<file path="src/rtl/edgetx_pkg.sv">
package edgetx_pkg;

  typedef enum logic [1:0] {
    SYM_IDLE  = 2'b00,
    SYM_RISE  = 2'b01,
    SYM_FALL  = 2'b10,
    SYM_LEVEL = 2'b11
  } sym_e;

  // Strobes from control to datapath for one cycle
  typedef struct packed {
    sym_e emit;         // symbol to register onto the link
    logic loadOut;      // capture symbol and level into output regs
    logic clearCnt;     // restart the idle watchdog
    logic countEn;      // advance the idle watchdog
    logic markRefresh;  // next window uses the refresh spacing
    logic clearRefresh; // next window uses the first-idle spacing
  } strobe_t;

endpackage

</file>
<file path="src/rtl/edgetx_datapath.sv">
module edgetx_datapath
  import edgetx_pkg::*;
#(
  parameter int SYNC_STAGES    = 2,
  parameter int IDLE_CYCLES    = 20000,
  parameter int REFRESH_CYCLES = 40000
) (
  input  logic       clk,
  input  logic       rstN,
  input  logic       dataIn,
  input  strobe_t    strobe,
  output logic       riseSeen,
  output logic       fallSeen,
  output logic       reached,
  output logic [1:0] linkSym,
  output logic       linkLevel
);

  localparam int MAX_GAP = (IDLE_CYCLES > REFRESH_CYCLES) ? IDLE_CYCLES : REFRESH_CYCLES;
  localparam int CNT_W   = $clog2(MAX_GAP + 1);
  localparam logic [CNT_W-1:0] IDLE_LAST    = CNT_W'(IDLE_CYCLES - 1);
  localparam logic [CNT_W-1:0] REFRESH_LAST = CNT_W'(REFRESH_CYCLES - 1);

  logic curLevel;
  logic prevLevel;
  logic [CNT_W-1:0] idleCnt;
  logic afterRefresh;
  sym_e symReg;
  logic levelReg;

  // Input synchroniser, depth chosen by parameter
  generate
    if (SYNC_STAGES == 1) begin : g_sync1
      logic syncOne;
      always_ff @(posedge clk or negedge rstN) begin
        if (!rstN) syncOne <= 1'b0;
        else       syncOne <= dataIn;
      end
      assign curLevel = syncOne;
    end else begin : g_syncN
      logic [SYNC_STAGES-1:0] syncChain;
      always_ff @(posedge clk or negedge rstN) begin
        if (!rstN) syncChain <= '0;
        else       syncChain <= {syncChain[SYNC_STAGES-2:0], dataIn};
      end
      assign curLevel = syncChain[SYNC_STAGES-1];
    end
  endgenerate

  always_ff @(posedge clk or negedge rstN) begin
    if (!rstN) prevLevel <= 1'b0;
    else       prevLevel <= curLevel;
  end

  assign riseSeen = curLevel & ~prevLevel;
  assign fallSeen = ~curLevel & prevLevel;

  // Idle watchdog
  always_ff @(posedge clk or negedge rstN) begin
    if (!rstN) begin
      idleCnt <= '0;
    end else if (strobe.clearCnt) begin
      idleCnt <= '0;
    end else if (strobe.countEn && !reached) begin
      idleCnt <= idleCnt + 1'b1;
    end
  end

  always_ff @(posedge clk or negedge rstN) begin
    if (!rstN)                    afterRefresh <= 1'b0;
    else if (strobe.markRefresh)  afterRefresh <= 1'b1;
    else if (strobe.clearRefresh) afterRefresh <= 1'b0;
  end

  assign reached = afterRefresh ? (idleCnt >= REFRESH_LAST) : (idleCnt >= IDLE_LAST);

  // Link output registers
  always_ff @(posedge clk or negedge rstN) begin
    if (!rstN) begin
      symReg   <= SYM_IDLE;
      levelReg <= 1'b0;
    end else begin
      symReg <= strobe.emit;
      if (strobe.loadOut) levelReg <= curLevel;
    end
  end

  assign linkSym   = symReg;
  assign linkLevel = levelReg;

endmodule

</file>
<file path="src/rtl/edgetx_control.sv">
module edgetx_control
  import edgetx_pkg::*;
(
  input  logic    clk,
  input  logic    rstN,
  input  logic    powerGood,
  input  logic    refreshEn,
  input  logic    riseSeen,
  input  logic    fallSeen,
  input  logic    reached,
  output strobe_t strobe
);

  logic pgPrev;

  always_ff @(posedge clk or negedge rstN) begin
    if (!rstN) pgPrev <= 1'b0;
    else       pgPrev <= powerGood;
  end

  // Priority: power gate, wake refresh, edges, watchdog refresh
  always_comb begin
    strobe = '{emit: SYM_IDLE, loadOut: 1'b0, clearCnt: 1'b0,
               countEn: 1'b0, markRefresh: 1'b0, clearRefresh: 1'b0};
    if (!powerGood) begin
      strobe.clearCnt = 1'b1;
    end else if (!pgPrev) begin
      strobe.emit        = SYM_LEVEL;
      strobe.loadOut     = 1'b1;
      strobe.clearCnt    = 1'b1;
      strobe.markRefresh = 1'b1;
    end else if (riseSeen || fallSeen) begin
      strobe.emit         = riseSeen ? SYM_RISE : SYM_FALL;
      strobe.loadOut      = 1'b1;
      strobe.clearCnt     = 1'b1;
      strobe.clearRefresh = 1'b1;
    end else if (refreshEn && reached) begin
      strobe.emit        = SYM_LEVEL;
      strobe.loadOut     = 1'b1;
      strobe.clearCnt    = 1'b1;
      strobe.markRefresh = 1'b1;
    end else if (refreshEn) begin
      strobe.countEn = 1'b1;
    end else begin
      strobe.clearCnt = 1'b1;
    end
  end

endmodule

</file>
<file path="src/rtl/edgetx_channel.sv">
module edgetx_channel
  import edgetx_pkg::*;
#(
  parameter int SYNC_STAGES    = 2,
  parameter int IDLE_CYCLES    = 20000,
  parameter int REFRESH_CYCLES = 40000
) (
  input  logic       clk,
  input  logic       rstN,
  input  logic       dataIn,
  input  logic       refreshEn,
  input  logic       powerGood,
  output logic [1:0] linkSym,
  output logic       linkLevel
);

  strobe_t strobe;
  logic riseSeen;
  logic fallSeen;
  logic reached;

  edgetx_control u_control (
    .clk       (clk),
    .rstN      (rstN),
    .powerGood (powerGood),
    .refreshEn (refreshEn),
    .riseSeen  (riseSeen),
    .fallSeen  (fallSeen),
    .reached   (reached),
    .strobe    (strobe)
  );

  edgetx_datapath #(
    .SYNC_STAGES    (SYNC_STAGES),
    .IDLE_CYCLES    (IDLE_CYCLES),
    .REFRESH_CYCLES (REFRESH_CYCLES)
  ) u_datapath (
    .clk       (clk),
    .rstN      (rstN),
    .dataIn    (dataIn),
    .strobe    (strobe),
    .riseSeen  (riseSeen),
    .fallSeen  (fallSeen),
    .reached   (reached),
    .linkSym   (linkSym),
    .linkLevel (linkLevel)
  );

endmodule

</file>
<file path="config.mk">
export PLATFORM = sky130hd
export DESIGN_NAME = edgetx_channel
export DESIGN_NICKNAME = d
export VERILOG_FILES = /design/src/rtl/edgetx_pkg.sv /design/src/rtl/edgetx_datapath.sv /design/src/rtl/edgetx_control.sv /design/src/rtl/edgetx_channel.sv
export SDC_FILE = /design/constraint.sdc
export NUM_CORES = 1
export LEC_CHECK = 0
export BUFFER_PORTS_ARGS = -buffer_cell sky130_fd_sc_hd__buf_2
export CAP_MARGIN = 20
export CELL_PAD_IN_SITES_DETAIL_PLACEMENT = 0
export CELL_PAD_IN_SITES_GLOBAL_PLACEMENT = 1
export CORE_MARGIN = 5
export CORE_UTILIZATION = 42
export DETAILED_ROUTE_END_ITERATION = 7
export PLACE_DENSITY = 0.74
export SYNTH_ARGS = -nofsm -noshare
export SYNTH_HDL_FRONTEND = slang
export SYNTH_HIERARCHICAL = 1
export SYNTH_SLANG_ARGS = --single-unit
</file>
<file path="constraint.sdc">
create_clock -name clk -period 2.9 [get_ports clk]
set_input_delay 0.87 -clock clk [delete_from_list [all_inputs] [get_ports clk]]
set_output_delay 0.87 -clock clk [all_outputs]
set_load 0.02 [all_outputs]
</file>
==> impl_metrics.py <==
metrics = {
    "grt": {
        "grt-ovfl-total": 0,
        "busiest_layer": "met2",
        "grt_use_met1": 0.1702,
        "grt_util_met3": 0.02269,
        "grt_pass1_vias": 1166,
        "grtUsageTotal": 0.1460,
        "grt_pass1_wl_um": 5099,
        "grt_max_degree": 29,
        "antenna_found_initial": 0,
        "grtUsageMet2": 0.2563,
    },
    "floorplanning": {
        "std_cell_rows": 21,
        "dieArea_mm2": 0.004707,
        "die_w_um": 68.61,
        "core_area_mm2": 0.003337,
        "start_util": 0.4323,
        "ios": 8,
        "die_h_um": 68.61,
    },
    "yosys": {
        "ys_types": 40,
        "synth_top_area_cell": "dfrtp_1",
        "ys_warn_count": 6,
        "ys_seq_area_frac": 0.4163,
        "avgSynthCellArea_um2": 9.554,
        "synth-edff-count": 0,
        "syn_area_mm2": 0.001443,
        "async_reset_ff_frac": 1.000,
        "ys_ff_latch": 24,
        "synth_area_leaders": "dfrtp_1 42%, mux2_2 8.6%, nor2b_1 6.5%",
        "netlist_instances": 151,
        "netlist.area_leader.share": 0.4163,
        "synth_flop_cell": "dfrtp_1",
        "synth_fp_nets": 157,
    },
    "pwr": {
        "power_frac_clock": 0.364,
        "seqPwrFrac": 0.523,
        "p_sw_w": 0.0001516,
        "ir_drop_uv": 198.8,
        "power_leakage_nw": 0.7016,
        "power_density_mw_per_mm2": 383.0,
        "internal_power_w": 0.0005160,
        "p_sw_frac": 0.2271,
        "p_comb_frac": 0.113,
    },
    "clocking": {
        "clk_latency_ns": 0.31,
        "cts_tree": "built",
        "cts_buffers": 3,
        "clock_path_buffers": 2,
        "cts_hold_buffers": 0,
        "clkSinkCount": 24,
        "cts_root_buffer": "clkbuf_4",
        "htree_levels": 1,
        "clk_pin_slew_ns": 0.14,
    },
    "sta": {
        "worst_pin_slew_ns": 0.5473,
        "fin_hold_ws_ns": 0.3646,
        "max_slew_margin": 0.6351,
        "slew_viol_final": 0,
        "finalCritPeriodShare": 0.9676,
        "fin_skew_ns": 0.005385,
        "setup_viol": 0,
        "max_freq_ghz": 0.3564,
        "finalCriticalPeriod_ns": 2.806,
        "fin_tns_setup_ns": 0,
        "hold_viol_final": 0,
    },
    "placed_design": {
        "gp_congestion": 0.7983,
        "place_hpwl_um": 2117,
        "port_buffers": 7,
    },
    "critical_path": {
        "crit_end": "u_datapath/idleCnt[12]",
        "critPathCaptureType": "flop",
        "start_kind": "flop",
        "crit_chain": "or3_4 > a211oi_4 > o211ai_1 > and2_4 > nor2b_4 > and4_4 > and3_4 > o21ai_4 > buf_4 > a21oi_1 > mux2_1",
        "cp_data_required_time_ns": 3.11,
        "crit_slowest_cell": "or3_4",
        "crit_path_max_incr_delay_ns": 0.41,
        "critPathTopFamily": "simple AND/OR/NAND/NOR gates",
        "r2r_start": "u_datapath/idleCnt[8]",
        "crit_cells": 11,
        "timing.rr.end": "u_datapath/idleCnt[12]",
        "cp_max_fo": 6,
        "rrSetupSlack_ns": 0.09,
        "r2r_cells": 11,
        "crit_type": "reg2reg",
        "worstPathArrival_ns": 3.02,
        "setup.worst_path.start": "u_datapath/idleCnt[8]",
        "cp_num_buf_inv": 1,
    },
    "final_layout": {
        "final_nets": 181,
        "seqCellArea_um2": 600.6,
        "layout_commonest_cell": "dfrtp_1",
        "layout_common_cells": "24 x dfrtp_1, 17 x buf_4, 15 x nor2_1",
        "layout-drive-gt1-share": 0.3276,
        "area.growth.synth_to_final_pct": 20.82,
        "n_antenna_cell": 0,
        "fillCellCount": 304,
        "multiInputGateArea_um2": 839.6,
    },
    "detailed_routing": {
        "routed_wirelength_um": 3006,
        "drt_iter0_drc": 27,
        "viasPerCell": 5.464,
        "wl_per_cell_um": 13.66,
        "vias": 1202,
        "drc": 0,
        "antenna_left": 0,
        "first_pass_iters": 4,
    },
    "run_status": {
        "status": "finished, final reports clean",
    },
    "hold_path": {
        "min_path_type": "reg2reg",
    },
    "job": {
        "cap_violations": 0,
    },
}
## how the worst min path moves through the flow
stage | startpoint | endpoint | slack, ns | cells after the start
detailed placement | u_datapath/g_syncN.syncChain[0] | u_datapath/g_syncN.syncChain[1] | 0.33 | 0
global placement | u_datapath/g_syncN.syncChain[0] | u_datapath/g_syncN.syncChain[1] | 0.33 | 0
CTS | u_datapath/g_syncN.syncChain[0] | u_datapath/g_syncN.syncChain[1] | 0.37 | 0
global route | u_datapath/g_syncN.syncChain[0] | u_datapath/g_syncN.syncChain[1] | 0.38 | 0
finish | u_datapath/g_syncN.syncChain[0] | u_datapath/g_syncN.syncChain[1] | 0.36 | 0
floorplan | u_datapath/g_syncN.syncChain[0] | u_datapath/g_syncN.syncChain[1] | 0.33 | 0
## state kept, by name (all words and copies together) (netlist names)
register and count:
u_control/pgPrev 1, u_datapath/g_syncN.syncChain 2, u_datapath/linkSym 2, u_datapath/idleCnt 16, u_datapath/afterRefresh 1, u_datapath/linkLevel 1, u_datapath/prevLevel 1
## kinds of logic (layout without fill, tap and decap cells)
logic type / count (synthesis) / count (layout) / share of synthesized area
AND/OR/NAND/NOR: 67 / 67 / 0.2533
AO/OA/AOI/OAI: 35 / 35 / 0.1847
buffers and inverters: 11 / 34 / 0.03556
adder cells (fa/ha/maj): 1 / 1 / 0.008672
multiplexers: 13 / 13 / 0.1015
flip-flops: 24 / 24 / 0.4163
## per-stage QoR
step / utilization / area, µm² / std cells / total power (W) / setup slack (ns)
3_3_place_gp: 0.4867 / 1624 / 214 / 0.0004194 / 0.05462
2_1_floorplan: - / 1444 / 151 / 0.0003907 / 0.0001650
5_1_grt: 0.5223 / 1743 / 220 / 0.0007013 / -0.02403
3_5_place_dp: 0.4867 / 1624 / 214 / 0.0004218 / -0.04947
6_report: 0.5223 / 1743 / 220 / 0.0006675 / 0.09388
4_1_cts: 0.5096 / 1700 / 219 / 0.0006723 / 0.004495
## final cells by class
type / count / share of cell area
well taps: 46 / 0.03302
flip-flops and latches: 24 / 0.3446
inverters: 5 / 0.01077
repair buffers: 25 / 0.09978
multi-input cells: 116 / 0.4817
clock buffers: 3 / 0.01292
clock inverters: 1 / 0.01723
## synth_stat cells, drive strengths merged, types with 3 or more instances
library cell,instances
nor3,4
mux2,13
a21o,3
nand3,11
nand2,8
o21ai,3
o211ai,4
inv,5
dfrtp,24
nor2b,15
and3,3
buf,3
a21oi,14
clkbuf,3
nor2,15
## power by group through the flow
| stage | clock network, W | logic [W] | registers, W |
|---|---|---|---|
| floorplan | 0 | 0.0000309 | 0.000360 |
| global placement | 0 | 0.0000643 | 0.000355 |
| detailed placement | 0 | 0.0000666 | 0.000355 |
| CTS | 0.000255 | 0.0000684 | 0.000349 |
| global route | 0.000267 | 0.0000833 | 0.000351 |
| finish | 0.000243 | 0.0000752 | 0.000349 |
## layer usage
| layer | vias to the layer above | share of wire |
|---|---|---|
| li1 | 587 | - |
| met1 | 596 | 0.44 |
| met2 | 15 | 0.52 |
| met3 | 4 | 0.026 |
| met4 | 0 | 0.013 |
| met5 | - | 0 |
## timing repair
item	in CTS	in global routing
setup buffers	1	1
resized for setup	4	11
pin swaps	1	3
endpoints found under the setup margin	9	12
Power figures use the tool's default switching activity.
